## src/rtl/evt_ctr_pkg.sv

```systemverilog
package evt_ctr_pkg;
  localparam int ADDR_W     = 10;
  localparam int WORD_W     = 32;
  localparam int SLOT_SHIFT = 5;
  localparam int MAX_SLOTS  = 24;

  localparam logic [ADDR_W-1:0] OFF_CAP_LO = 10'h000;
  localparam logic [ADDR_W-1:0] OFF_CAP_HI = 10'h004;
  localparam logic [ADDR_W-1:0] OFF_CFG    = 10'h010;
  localparam logic [ADDR_W-1:0] OFF_STAT   = 10'h020;
  localparam logic [ADDR_W-1:0] OFF_CNT_LO = 10'h0F0;
  localparam logic [ADDR_W-1:0] OFF_CNT_HI = 10'h0F4;
  localparam logic [ADDR_W-1:0] SLOT_BASE  = 10'h100;

  typedef enum logic [2:0] {
    RG_NONE, RG_CAP_LO, RG_CAP_HI, RG_CFG, RG_STAT, RG_CNT_LO, RG_CNT_HI, RG_SLOT
  } reg_sel_e;

  function automatic logic [WORD_W-1:0] cap_word(input logic [15:0] vendor,
                                                 input int n_chan,
                                                 input logic [7:0] rev);
    logic [4:0] last;
    last = 5'(n_chan - 1);
    return {vendor, 1'b1, 1'b0, 1'b1, last, rev};
  endfunction
endpackage

```

## src/rtl/evt_addr_dec.sv

```systemverilog
module evt_addr_dec
  import evt_ctr_pkg::*;
#(
  parameter int NUM_TIMERS = 3,
  localparam int IDX_W = (NUM_TIMERS > 1) ? $clog2(NUM_TIMERS) : 1
) (
  input  logic [ADDR_W-1:0] addr,
  output reg_sel_e          sel,
  output logic              slot_hit,
  output logic [IDX_W-1:0]  slot_idx
);
  logic [4:0] idx_full;

  assign idx_full = 5'((addr - SLOT_BASE) >> SLOT_SHIFT);
  assign slot_hit = (addr >= SLOT_BASE) && (int'(idx_full) < NUM_TIMERS);
  assign slot_idx = IDX_W'(idx_full);

  always_comb begin
    if (addr >= SLOT_BASE) begin
      sel = slot_hit ? RG_SLOT : RG_NONE;
    end else begin
      case (addr)
        OFF_CAP_LO: sel = RG_CAP_LO;
        OFF_CAP_HI: sel = RG_CAP_HI;
        OFF_CFG:    sel = RG_CFG;
        OFF_STAT:   sel = RG_STAT;
        OFF_CNT_LO: sel = RG_CNT_LO;
        OFF_CNT_HI: sel = RG_CNT_HI;
        default:    sel = RG_NONE;
      endcase
    end
  end
endmodule

```

## src/rtl/evt_glb_cfg.sv

```systemverilog
module evt_glb_cfg (
  input  logic       clk,
  input  logic       rst_n,
  input  logic       wr_stb,
  input  logic [1:0] wbits,
  output logic       en,
  output logic       leg,
  output logic       arm,
  output logic       halt
);
  always_ff @(posedge clk or negedge rst_n) begin
    if (!rst_n) begin
      en   <= 1'b0;
      leg  <= 1'b0;
      arm  <= 1'b0;
      halt <= 1'b0;
    end else begin
      arm  <= wr_stb && wbits[0] && !en;
      halt <= wr_stb && !wbits[0] && en;
      if (wr_stb) begin
        en  <= wbits[0];
        leg <= wbits[1];
      end
    end
  end
endmodule

```

## src/rtl/evt_main_ctr.sv

```systemverilog
module evt_main_ctr #(
  parameter int HALF_W = 32,
  localparam int CNT_W = 2 * HALF_W
) (
  input  logic              clk,
  input  logic              rst_n,
  input  logic              run,
  input  logic              wr_lo,
  input  logic              wr_hi,
  input  logic [HALF_W-1:0] wdata,
  output logic [CNT_W-1:0]  cnt
);
  // a half write takes priority over the advance in the same cycle
  always_ff @(posedge clk or negedge rst_n) begin
    if (!rst_n) begin
      cnt <= '0;
    end else if (wr_lo) begin
      cnt[HALF_W-1:0] <= wdata;
    end else if (wr_hi) begin
      cnt[CNT_W-1:HALF_W] <= wdata;
    end else if (run) begin
      cnt <= cnt + CNT_W'(1);
    end
  end
endmodule

```

## src/rtl/evt_main_counter.sv

```systemverilog
module evt_main_counter
  import evt_ctr_pkg::*;
#(
  parameter int          NUM_TIMERS = 3,
  parameter int          TICK_FS    = 10_000_000,
  parameter logic [15:0] VENDOR_ID  = 16'h8086,
  parameter logic [7:0]  REV_ID     = 8'h01,
  localparam int IDX_W = (NUM_TIMERS > 1) ? $clog2(NUM_TIMERS) : 1,
  localparam int CNT_W = 2 * WORD_W
) (
  input  logic                         clk,
  input  logic                         rst_n,
  input  logic                         tick,
  input  logic                         wr_en,
  input  logic                         rd_en,
  input  logic [ADDR_W-1:0]            addr,
  input  logic [WORD_W-1:0]            wdata,
  output logic                         rsp_valid,
  output logic [WORD_W-1:0]            rsp_data,
  input  logic [NUM_TIMERS-1:0]        irq_status,
  input  logic [NUM_TIMERS*WORD_W-1:0] chan_rdata,
  output logic [NUM_TIMERS-1:0]        tmr_sel,
  output logic                         gen_enable,
  output logic                         legacy_route,
  output logic                         arm_all,
  output logic                         halt_all,
  output logic [CNT_W-1:0]             ctr_value
);
  localparam logic [WORD_W-1:0] CAP_LO = cap_word(VENDOR_ID, NUM_TIMERS, REV_ID);
  localparam logic [WORD_W-1:0] CAP_HI = WORD_W'(TICK_FS);

  reg_sel_e         sel;
  logic             slot_hit;
  logic [IDX_W-1:0] slot_idx;
  logic [WORD_W-1:0] rd_word;

  evt_addr_dec #(.NUM_TIMERS(NUM_TIMERS)) u_dec (
    .addr(addr), .sel(sel), .slot_hit(slot_hit), .slot_idx(slot_idx)
  );

  evt_glb_cfg u_cfg (
    .clk(clk), .rst_n(rst_n),
    .wr_stb(wr_en && (sel == RG_CFG)),
    .wbits(wdata[1:0]),
    .en(gen_enable), .leg(legacy_route),
    .arm(arm_all), .halt(halt_all)
  );

  evt_main_ctr #(.HALF_W(WORD_W)) u_ctr (
    .clk(clk), .rst_n(rst_n),
    .run(gen_enable && tick),
    .wr_lo(wr_en && (sel == RG_CNT_LO)),
    .wr_hi(wr_en && (sel == RG_CNT_HI)),
    .wdata(wdata),
    .cnt(ctr_value)
  );

  for (genvar i = 0; i < NUM_TIMERS; i++) begin : g_sel
    assign tmr_sel[i] = (rd_en || wr_en) && slot_hit && (int'(slot_idx) == i);
  end

  always_comb begin
    case (sel)
      RG_CAP_LO: rd_word = CAP_LO;
      RG_CAP_HI: rd_word = CAP_HI;
      RG_CFG:    rd_word = {{(WORD_W-2){1'b0}}, legacy_route, gen_enable};
      RG_STAT:   rd_word = {{(WORD_W-NUM_TIMERS){1'b0}}, irq_status};
      RG_CNT_LO: rd_word = ctr_value[WORD_W-1:0];
      RG_CNT_HI: rd_word = ctr_value[CNT_W-1:WORD_W];
      RG_SLOT:   rd_word = chan_rdata[int'(slot_idx)*WORD_W +: WORD_W];
      default:   rd_word = '0;
    endcase
  end

  always_ff @(posedge clk or negedge rst_n) begin
    if (!rst_n) begin
      rsp_valid <= 1'b0;
      rsp_data  <= '0;
    end else begin
      rsp_valid <= rd_en;
      if (rd_en) rsp_data <= rd_word;
    end
  end
endmodule

```

## config.mk

```make
export PLATFORM = sky130hd
export DESIGN_NAME = evt_main_counter
export DESIGN_NICKNAME = d
export VERILOG_FILES = /design/src/rtl/evt_ctr_pkg.sv /design/src/rtl/evt_addr_dec.sv /design/src/rtl/evt_glb_cfg.sv /design/src/rtl/evt_main_ctr.sv /design/src/rtl/evt_main_counter.sv
export SDC_FILE = /design/constraint.sdc
export NUM_CORES = 1
export LEC_CHECK = 0
export ABC_AREA = 1
export BUFFER_PORTS_ARGS = -buffer_cell sky130_fd_sc_hd__clkbuf_2
export CAP_MARGIN = 20
export CORE_MARGIN = 2
export CORE_UTILIZATION = 56
export DETAILED_ROUTE_END_ITERATION = 16
export PLACE_DENSITY = 0.88
export SYNTH_ARGS = -nofsm -noshare
export SYNTH_HDL_FRONTEND = slang
export SYNTH_SLANG_ARGS = --single-unit
```

## constraint.sdc

```tcl
create_clock -name clk -period 4.35 [get_ports clk]
set_input_delay 0.2175 -clock clk [delete_from_list [all_inputs] [get_ports clk]]
set_output_delay 0.2175 -clock clk [all_outputs]
set_load 0.1 [all_outputs]
```

==> results by group, run 1 <==
Outcome
  – Run status: finished with violations
  – Failing checks: hold timing

Power and ir drop
  – Power per cell area: 305 nW/um^2
  – Total power: 2.89 mW
  – Pleak: 4.90 nW
  – VDD IR max: 0.000351 V

STA
  – Final setup vio count: 0
  – Setup TNS: 0 ps
  – Fmax: 400 MHz
  – Hold Fails Final Rpt: 23
  – RSZ-0062 raised after global routing: false
  – Slew @ Worst Pin: 1030 ps
  – Layout Skew: 8.86 ps
  – Final period util: between 50% and 60%
  – Tmin final: 2500 ps
  – Max Slew Vio Count: 0
  – Worst slew margin: 31.3%
  – Final hold slack: -38.5 ps

Global route
  – Largest net degree at the start of global routing: 67
  – Vias in the first global route: 8908
  – Initial antenna violation count: 0
  – First-pass GRT wire length: between 40000 and 50000 um
  – GRT Total Usage: 43.5%
  – Total grt overflow: 0

Place
  – Port Buffers: between 200 and 250
  – Post-DP HPWL: 25500 um
  – Routability congestion estimate from global placement: 1.02

Setup path
  – Critical Path RT: approximately 4600 ps
  – CP Launch Point: u_ctr.cnt[1]$_DFFE_PN0P_
  – Most used cell, CP: nand2_1
  – Delay-heaviest family, CP: simple AND/OR/NAND/NOR gates
  – Setup Crit Path Kind: register to register
  – FF-to-FF Start: u_ctr.cnt[1]$_DFFE_PN0P_
  – Worst r2r path cells: 10
  – Worst Path Arrival: 2750 ps
  – Max stage delay on crit path: roughly 500 ps
  – Worst-path fanout max: 6
  – Setup crit end kind: register
  – R2R setup slack: 1850 ps
  – Slowest cell on the critical path: nor2_1
  – Critical path depth: 10
  – CP cell instances: ha_1, nand2_1, nor2_4, nand2_1, nor2_1, nand3_1, nand2_1, nand3_1, nand3_1, nand2_1
  – WP buf/inv: 0
  – CP Launch Type: register
  – Reg2reg end: u_ctr.cnt[48]$_DFFE_PN0P_

Synth
  – Synth Area in XOR/XNOR: roughly 2.5%
  – Most used DFF post-synth: dfrtp_1
  – Multiplexer fraction of the synthesized cell area: 0%
  – Compound-cell area share of the yosys netlist: 7.40%
  – Ys Warns: 0
  – Cells after synthesis: about 1300
  – Adder-Cell Fraction of Synth Area: 0.160%
  – #FFs+latches synth: 101
  – Sequential share of the synthesized area: 32.4%
  – Syn_nets: between 1000 and 1500
  – Ys async rst share: 100%
  – Mean post-synth cell area: 5.98 um^2
  – Synth Area in Simple Gates: 50.0%
  – Mapped cell area: 7810 um^2
  – Netlist cell types: 31
  – Main combinational cell family by area after synthesis: simple AND/OR/NAND/NOR gates
  – EDFF count, synth: 0

Clock tree
  – Root Buffer: clkbuf_16
  – CTS Buffer Depth: 2
  – Hold_buf cts: 0
  – Postcts setup bufs: 0
  – CTS tree: built
  – H-tree levels: 3
  – CTS Sinks: 101
  – PostCTS Resize Cnt: 0
  – Clock transition at the registers of the reported paths: 70 ps
  – Clk_lat worst skew: 360 ps
  – CTS Buf Count: 9

Detailed routing
  – DR vias: 10000
  – Vias per cell: 5.84
  – Detail Route Antenna Nets: 0
  – DRC: 0
  – Routed WL: 32700 um
  – DR WL/cell: between 15 and 20 um
  – Iteration count of the initial detailed-routing pass: 6
  – First-iteration detailed-routing DRC count: 1149

Final layout
  – Share of cells above drive strength 1: 20.8%
  – P&R area growth vs syn: 21.2%
  – Nets@finish: 1677
  – Fillcell total: 1346

Floorplanning
  – Die area: 14900 um^2
  – Rows: 43
  – Chip Height: 122 um
  – Core area: 13800 um^2
  – Starting Density: a little under three fifths
  – Die W: 122 um
  – Ports: 250

Hold path
  – Worst hold path type: input pin to asynchronous set/reset pin

Run
  – Max Cap Violations: 0
## layer usage
metal	global-route usage, %	share of wire, %	up-vias
met2	68.3	45	694
met5	0	0	-
met4	19.1	4.8	0
met3	10.3	13	103
met1	57.2	37	4607
li1	-	-	4609
## area by class of cell
type	count	area, um^2	share of cell area, %
multi-input combinational	1055	4690	49.6
sequential	101	2530	26.7
timing repair buffer	257	1320	13.9
inverter	106	398	4.20
clock buffer	11	243	2.56
tap	180	225	2.38
clock inverter	5	58.8	0.621
antenna	1	2.50	0.0264
## Yosys cell counts (all sizes together), types with 3 or more instances
master / instances / area share, %
nor2: 149 / 7.4
xnor2: 12 / 1.3
o2111ai: 9 / 1.0
o211ai: 13 / 1.2
a22oi: 3 / 0.29
nand2: 567 / 27
buf: 20 / 1.4
a21oi: 22 / 1.6
dfrtp: 101 / 32
nand4: 22 / 1.8
clkbuf: 25 / 1.2
nor3: 15 / 1.2
nand3: 151 / 9.8
o21ai: 50 / 3.2
or2: 28 / 2.2
inv: 106 / 5.1
xor2: 10 / 1.1
## kinds of logic (layout without fill, tap and decap cells)
logic type               count (synthesis)  after routing
flip-flops                             101            101
XOR/XNOR                                22             22
AO/OA/AOI/OAI                           98             98
AND/OR/NAND/NOR                        934            934
other                                    0              1
adder cells (fa/ha/maj)                  1              1
buffers and inverters                  151            379
## worst max-delay path by stage
stage | end | slack [ps]
2_1_floorplan | tmr_sel[0] | 1080
3_3_place_gp | u_ctr.cnt[2]$_DFFE_PN0P_ | 1840
3_5_place_dp | u_ctr.cnt[2]$_DFFE_PN0P_ | 1770
4_1_cts | u_ctr.cnt[48]$_DFFE_PN0P_ | 1980
5_1_grt | u_ctr.cnt[48]$_DFFE_PN0P_ | 1710
6_report | u_ctr.cnt[48]$_DFFE_PN0P_ | 1850
## state kept, by name, indices dropped and copies added, names as in the netlist
name	cells
u_ctr.cnt	64
rsp_data	32
rsp_valid	1
u_cfg.arm	1
u_cfg.en	1
u_cfg.halt	1
u_cfg.leg	1
## where the power goes
| part | total, mW | internal (mW) | switching [mW] |
|---|---|---|---|
| sequential | 1.14 | 0.995 | 0.142 |
| combinational | 0.895 | 0.177 | 0.717 |
| clock | 0.857 | 0.464 | 0.393 |
| total | 2.89 | 1.64 | 1.25 |
## stage by stage
stage | cells | area, um^2 | worst slack [ps] | utilization [%] | hold slack [ps]
6_report | 1716 | 9460 | 1850 | 68.7 | -38.5
5_1_grt | 1715 | 9460 | 1710 | 68.7 | 39.3
4_1_cts | 1714 | 9450 | 1980 | 68.6 | 3.85
3_5_place_dp | 1698 | 9150 | 1770 | 66.4 | 382
3_3_place_gp | 1698 | 9150 | 1840 | 66.4 | 373
2_1_floorplan | 1307 | 7810 | 1080 | - | -78.1
## layout by cell type, fill, tap and decap left out, drive strengths merged, types with 2 or more instances in the layout
| cell type | Yosys | layout |
|---|---|---|
| a21oi | 22 | 22 |
| a22oi | 3 | 3 |
| buf | 20 | 9 |
| clkbuf | 25 | 259 |
| clkinvlp | 0 | 2 |
| dfrtp | 101 | 101 |
| inv | 106 | 107 |
| nand2 | 567 | 567 |
| nand3 | 151 | 151 |
| nand4 | 22 | 22 |
| nor2 | 149 | 149 |
| nor3 | 15 | 15 |
| o2111ai | 9 | 9 |
| o211ai | 13 | 13 |
| o21ai | 50 | 50 |
| or2 | 28 | 28 |
| xnor2 | 12 | 12 |
| xor2 | 10 | 10 |
Power figures use the tool's default switching activity.
==> inputs of run 2 (changes only) <==
- ABC_AREA: 1 -> 0
- CORE_UTILIZATION: 56 -> 46
- PLACE_DENSITY: 0.88 -> 0.79
- clock period: 4.35 -> 2.2 ns (I/O delays scaled with it)
==> run 2 against run 1 <==
- the run ends with hold timing, setup timing left
- cell count is 20% lower
- worst setup slack worse by 2000 ps
- first-iteration DRC count is 30% lower
- largest cell class unchanged
- power is 75% higher
- die area is 4.7% higher
- sequential share of layout area is 0.20 points lower
- via count is 17% lower
- clock skew is 3.3 ps higher
==> results by group, run 2 <==
Outcome
  – Run status: finished with violations
  – Failing checks: hold timing, setup timing

Place
  – Post-Place Cells: approximately 1300
  – Routability congestion estimate from global placement: 0.989
  – Post-DP HPWL: ~22000 um
  – DP Worst Slack: -97.6 ps
  – DP Area: 9370 um^2
  – Port Buffers: 249

Detailed routing
  – WL met2: 13500 um
  – Met1 wire length: 11400 um
  – Vias per cell: 6.05
  – Routed wl met3: 2330 um
  – DR vias: 8322
  – First-iteration detailed-routing DRC count: 800
  – Detail Route Antenna Nets: 0
  – Iteration count of the initial detailed-routing pass: 5
  – DR WL/cell: 20.7 um
  – DR top layer: met4
  – Routed WL: between 20000 and 30000 um
  – DRC: 0

Synth
  – Top cells by count, synth: nor2_1 (120), dfrtp_1 (101), a21oi_1 (88)
  – Mapped cell area: between 6000 and 7000 um^2
  – Mean post-synth cell area: 8.11 um^2
  – EDFF count, synth: 0
  – Largest cells by area after synthesis: dfrtp_1 (38%), nor2_1 (6.7%), a21oi_1 (6.5%), mux2i_1 (5.8%), nand2_1 (4.4%)
  – Cells after synthesis: 830
  – Sequential share of the synthesized area: 37.6%
  – Ys Warns: 0
  – Synth top area share: 37.6%
  – Syn_nets: 977
  – Most common cell in the netlist: nor2_1
  – Ys async rst share: 100%
  – Synth area leader: dfrtp_1
  – #FFs+latches synth: 101
  – Netlist cell types: 59
  – Most used DFF post-synth: dfrtp_1

STA
  – Final WS setup: -108 ps
  – RSZ-0062 raised after global routing: true
  – Worst slew margin: 38.6%
  – Final setup vio count: 15
  – Final hold slack: -2.18 ps
  – Final period util: 105%
  – Tmin final: 2310 ps
  – Max Slew Vio Count: 0
  – Setup TNS: -702 ps
  – Hold Fails Final Rpt: 2
  – Layout Skew: roughly 12 ps
  – Slew @ Worst Pin: 917 ps
  – Fmax: 433 MHz

Clock tree
  – H-tree levels: 3
  – CTS Sinks: 101
  – Clk_lat worst skew: 360 ps
  – CTS Buf Count: 9
  – CTS tree: built
  – Clock transition at the registers of the reported paths: 70 ps
  – Root Buffer: clkbuf_16
  – CTS Buffer Depth: 2

Global route
  – Total grt overflow: 0
  – Largest net degree at the start of global routing: 66
  – First-pass GRT wire length: 43100 um
  – GRT Total Usage: 35.3%
  – Vias in the first global route: 7753
  – Initial antenna violation count: 0

Setup path
  – CP cell instances: ha_4, nand3_4, or4_4, or4_4, or3_1, o311ai_2, nand2_1
  – Worst-path fanout max: 2
  – Max stage delay on crit path: 480 ps
  – Setup Crit Path Kind: register to register
  – Most used cell, CP: or4_4
  – Delay-heaviest family, CP: simple AND/OR/NAND/NOR gates
  – WP buf/inv: 0
  – Worst Path Arrival: 2550 ps
  – Setup crit end kind: register
  – CP Launch Type: register
  – Critical Path RT: 2440 ps
  – Slowest cell on the critical path: or4_4

Final layout
  – Nets@finish: 1333
  – Most frequent cells in the layout: clkbuf_2 (245), buf_4 (128), nor2_1 (118), a21oi_1 (87), nand2_1 (79)
  – Share of cells above drive strength 1: 43.8%
  – Post-route cell area: 10200 um^2
  – Biggest regs: u_ctr.cnt x64, rsp_data x32
  – Fillcell total: 1234
  – P&R area growth vs syn: 51.1%
  – Commonest non-fill, non-tap cell in the layout: clkbuf_2
  – Multi-input logic area: 4340 um^2
  – Finished Layout Cells: 1375
  – Ant. Diodes: 0
  – Util after Layout: 70.5%
  – Largest Register: u_ctr.cnt
  – Max reg flops: 64
  – FF/Latch Area: 2700 um^2

Floorplanning
  – Starting Density: 46.7%
  – Ports: 250
  – Die W: around 120 um
  – Rows: 44
  – Die area: 15600 um^2
  – Chip Height: 125 um
  – Core area: 14400 um^2

Run
  – Max Cap Violations: 0

Hold path
  – Worst hold path type: input pin to register

Power and ir drop
  – Flop pwr share: approximately 40%
  – Total power: about 5.1 mW
  – VDD IR max: 0.000441 V
  – Switching share of power: 34.7%
  – Gate power share: 25.1%
  – Clock network power share: 35.1%
  – Power Internal: 3.31 mW
  – P_sw: 1.76 mW
  – Pleak: 4.65 nW
  – Power per cell area: 498 nW/um^2
-- run 2: worst paths after layout --
| kind | depth (start not counted) | end | from | slack (ps) |
|---|---|---|---|---|
| setup / recovery | 7 | u_ctr.cnt[56]$_DFFE_PN0P_ | u_ctr.cnt[0]$_DFFE_PN0P_ | -110 |
| hold / removal | 3 | u_ctr.cnt[7]$_DFFE_PN0P_ | wdata[7] | -2 |
| setup reg to reg | 7 | u_ctr.cnt[56]$_DFFE_PN0P_ | u_ctr.cnt[0]$_DFFE_PN0P_ | -110 |
| hold reg to reg | 2 | rsp_data[24]$_DFFE_PN0P_ | rsp_data[24]$_DFFE_PN0P_ | 520 |
| max in group asynchronous | 3 | u_ctr.cnt[4]$_DFFE_PN0P_ | rst_n | 1190 |
| min in group asynchronous | 2 | rsp_data[13]$_DFFE_PN0P_ | rst_n | 320 |
-- run 2: power by group through the flow --
stage	Clock, mW	Combinational (mW)	Sequential, mW
after floorplan	0	0.260	2.62
after global placement	0	1.23	2.05
after detailed placement	0	1.24	2.05
after CTS	1.78	1.27	2.01
after global routing	1.86	1.34	2.03
final	1.78	1.27	2.02
-- run 2: per-layer routing --
| layer | track usage [%] | vias up |
|---|---|---|
| met5 | 0 | - |
| met1 | 46.1 | 3941 |
| met4 | 16.3 | 0 |
| met2 | 57.6 | 526 |
| met3 | 5.86 | 79 |
| li1 | - | 3776 |
-- run 2: kinds of logic (layout without fill, tap and decap cells) --
group / Yosys count / count (layout) / share of synthesized area, %
simple gates: 371 / 371 / 27.6
buf+inv: 61 / 422 / 3.48
mux: 41 / 41 / 6.13
xor+xnor: 40 / 40 / 5.21
compound gates: 215 / 215 / 19.9
flops: 101 / 101 / 37.6
fa+ha+maj: 1 / 1 / 0.186
-- run 2: worst register-to-register path, delay by kind of cell, from the launching register on --
kind / cells / cell delay (ps)
AOI/OAI and AO/OA: 1 / 220
DFF: 1 / 430
and+or+nand+nor: 5 / 1380
adders and majority gates: 1 / 160
-- run 2: repair_timing --
item | 4_1_cts | 5_1_grt
buffers inserted | 2 | 14
hold buffers | 13 | 0
gates resized for setup | 7 | 38
pin swaps | 7 | 30
setup endpoints to repair | 7 | 38
hold endpoints to repair | 62 | 0
-- run 2: layout make-up --
cell class                      count  area share, %
Timing Repair Buffer              402           25.2
Multi-Input combinational cell    668           42.6
Clock buffer                       11           2.39
Clock inverter                      5          0.812
Tap cell                          184           2.26
Inverter                            4          0.148
Sequential cell                   101           26.5
==> inputs of run 3 (changes only) <==
- ABC_AREA: 0 -> 1
- CORE_UTILIZATION: 46 -> 56
- PLACE_DENSITY: 0.79 -> 0.88
- clock period: 2.2 -> 2.8 ns (I/O delays scaled with it)
==> run 3 against run 2 <==
- the flow now finishes without violations
- design area is 6.1% lower
- sequential power is 14% lower
- via count is 20% higher
- sequential cell count stayed put
- critical path type unchanged
- highest routed layer unchanged
==> results by group, run 3 (synthesis gave the netlist of run 1 again) <==
Power and ir drop
  – P_sw: 1.95 mW
  – Total power: 4.41 mW
  – Power per cell area: 461 nW/um^2
  – Clock network power share: around 28%
  – Power Internal: 2.46 mW
  – Gate power share: about a third
  – VDD IR max: 0.000458 V
  – Pleak: approximately 5.0 nW
  – Flop pwr share: 39.2%
  – Switching share of power: 44.1%

Setup path
  – Critical Path RT: 3050 ps
  – WP buf/inv: 0
  – CP Launch Type: register
  – Slowest cell on the critical path: nor3_1
  – Setup crit end kind: register
  – Delay-heaviest family, CP: simple AND/OR/NAND/NOR gates
  – Worst Path Arrival: 2490 ps
  – FF-to-FF Start: u_ctr.cnt[15]$_DFFE_PN0P_
  – Most used cell, CP: nand2_1
  – Setup Crit Path Kind: register to register
  – Max stage delay on crit path: 600 ps
  – R2R setup slack: 560 ps
  – CP cell instances: nand2_1, nor2_1, nand2_1, nor3_1, nand2_1, nand2_1, nand3_1, nand3_1, nand2_1
  – CP Launch Point: u_ctr.cnt[15]$_DFFE_PN0P_
  – Worst-path fanout max: 6

Floorplanning
  – Die W: 122 um
  – Starting Density: between 50 and 60%
  – Rows: 43
  – Chip Height: around 120 um
  – Die area: approximately 15000 um^2
  – Ports: 250
  – Core area: roughly 14000 um^2

Hold path
  – HP Start: wdata[31]
  – Worst hold path type: input pin to register

Final layout
  – FF/Latch Area: 2530 um^2
  – Commonest non-fill, non-tap cell in the layout: nand2_1
  – Max reg flops: 64
  – Util after Layout: between 60% and 70%
  – Fillcell total: 1298
  – Share of cells above drive strength 1: 21.4%
  – Multi-input logic area: 4690 um^2
  – Nets@finish: 1691
  – Most frequent cells in the layout: nand2_1 (564), clkbuf_2 (248), nand3_1 (150), nor2_1 (142), inv_1 (102)
  – Post-route cell area: 9550 um^2
  – Biggest regs: u_ctr.cnt x64, rsp_data x32
  – Largest Register: u_ctr.cnt
  – P&R area growth vs syn: 22.3%

Detailed routing
  – DR WL/cell: 19.2 um
  – Vias per cell: 5.78
  – Iteration count of the initial detailed-routing pass: 6
  – First-iteration detailed-routing DRC count: roughly 1100
  – DR vias: about 10000
  – Detail Route Antenna Nets: 0
  – Routed WL: 33200 um
  – DRC: 0

Place
  – Post-DP HPWL: 26200 um
  – Port Buffers: between 200 and 250
  – DP Area: a little over 9000 um^2
  – Routability congestion estimate from global placement: 1.07
  – DP Worst Slack: ~620 ps

STA
  – Tmin final: 2240 ps
  – RSZ-0062 raised after global routing: false
  – Fmax: 446 MHz
  – Final setup vio count: 0
  – Layout Skew: 7.72 ps
  – Hold Fails Final Rpt: 0
  – Max Slew Vio Count: 0
  – Final period util: 80.1%
  – Final WS setup: between 500 and 600 ps
  – Slew @ Worst Pin: 740 ps
  – Worst slew margin: about half
  – Final hold slack: 27.4 ps

Clock tree
  – CTS Buf Count: 9
  – CTS Buffer Depth: 2
  – CTS Sinks: between 100 and 150
  – Clk_lat worst skew: 360 ps
  – Root Buffer: clkbuf_16
  – H-tree levels: 3
  – Clock transition at the registers of the reported paths: 80 ps
  – CTS tree: built

Outcome
  – Run status: finished clean

Run
  – Max Cap Violations: 0

Global route
  – Total grt overflow: 0
  – GRT Total Usage: 44.3%
  – Largest net degree at the start of global routing: 53
  – Initial antenna violation count: 1
  – Vias in the first global route: 8871
  – First-pass GRT wire length: 49100 um
==> run 3: metrics by stage <==
step,setup TNS (ps),std cells
floorplan,-636,1307
global placement,0,1712
detailed placement,0,1712
CTS,0,1729
global route,0,1729
finish,0,1730
==> run 3: power groups by stage <==
stage	clock network (mW)	logic (mW)	registers (mW)
5_1_grt	1.28	1.53	1.73
2_1_floorplan	0	0.357	2.35
4_1_cts	1.22	1.44	1.71
3_3_place_gp	0	1.43	1.74
3_5_place_dp	0	1.44	1.74
6_report	1.23	1.45	1.73
==> run 3: routing by layer <==
metal  global-route usage, %  part of all wire [%]
met1                    58.3                    39
met2                    70.1                    45
met3                    11.8                    13
met4                    16.5                   3.8
met5                       0                     0
==> run 3: timing repair <==
action	CTS	global route
hold buffers	1	0
setup buffers	0	0
gates resized for setup	0	0
hold endpoints to repair	51	0
==> run 3: area by class of cell <==
type	count	share of cell area [%]
clock inverters	6	0.498
well taps	180	2.36
clock buffers	10	2.40
repair buffers	271	15.0
multi-input cells	1055	49.1
flip-flops and latches	101	26.5
inverters	106	4.17
diodes	1	0.0262
==> run 3: worst min-delay path: cells and delay by family <==
kind          cells  cell delay (ps)
simple gates      2              120
buf+inv           1               90
==> run 3: worst paths after layout <==
check                                            end  cells past startpoint
max                        u_ctr.cnt[51]$_DFFE_PN0P_                      9
min                        u_ctr.cnt[31]$_DFFE_PN0P_                      3
max reg2reg                u_ctr.cnt[51]$_DFFE_PN0P_                      9
min reg2reg                 rsp_data[13]$_DFFE_PN0P_                      2
max in group asynchronous  u_ctr.cnt[50]$_DFFE_PN0P_                      3
min in group asynchronous  u_ctr.cnt[42]$_DFFE_PN0P_                      2
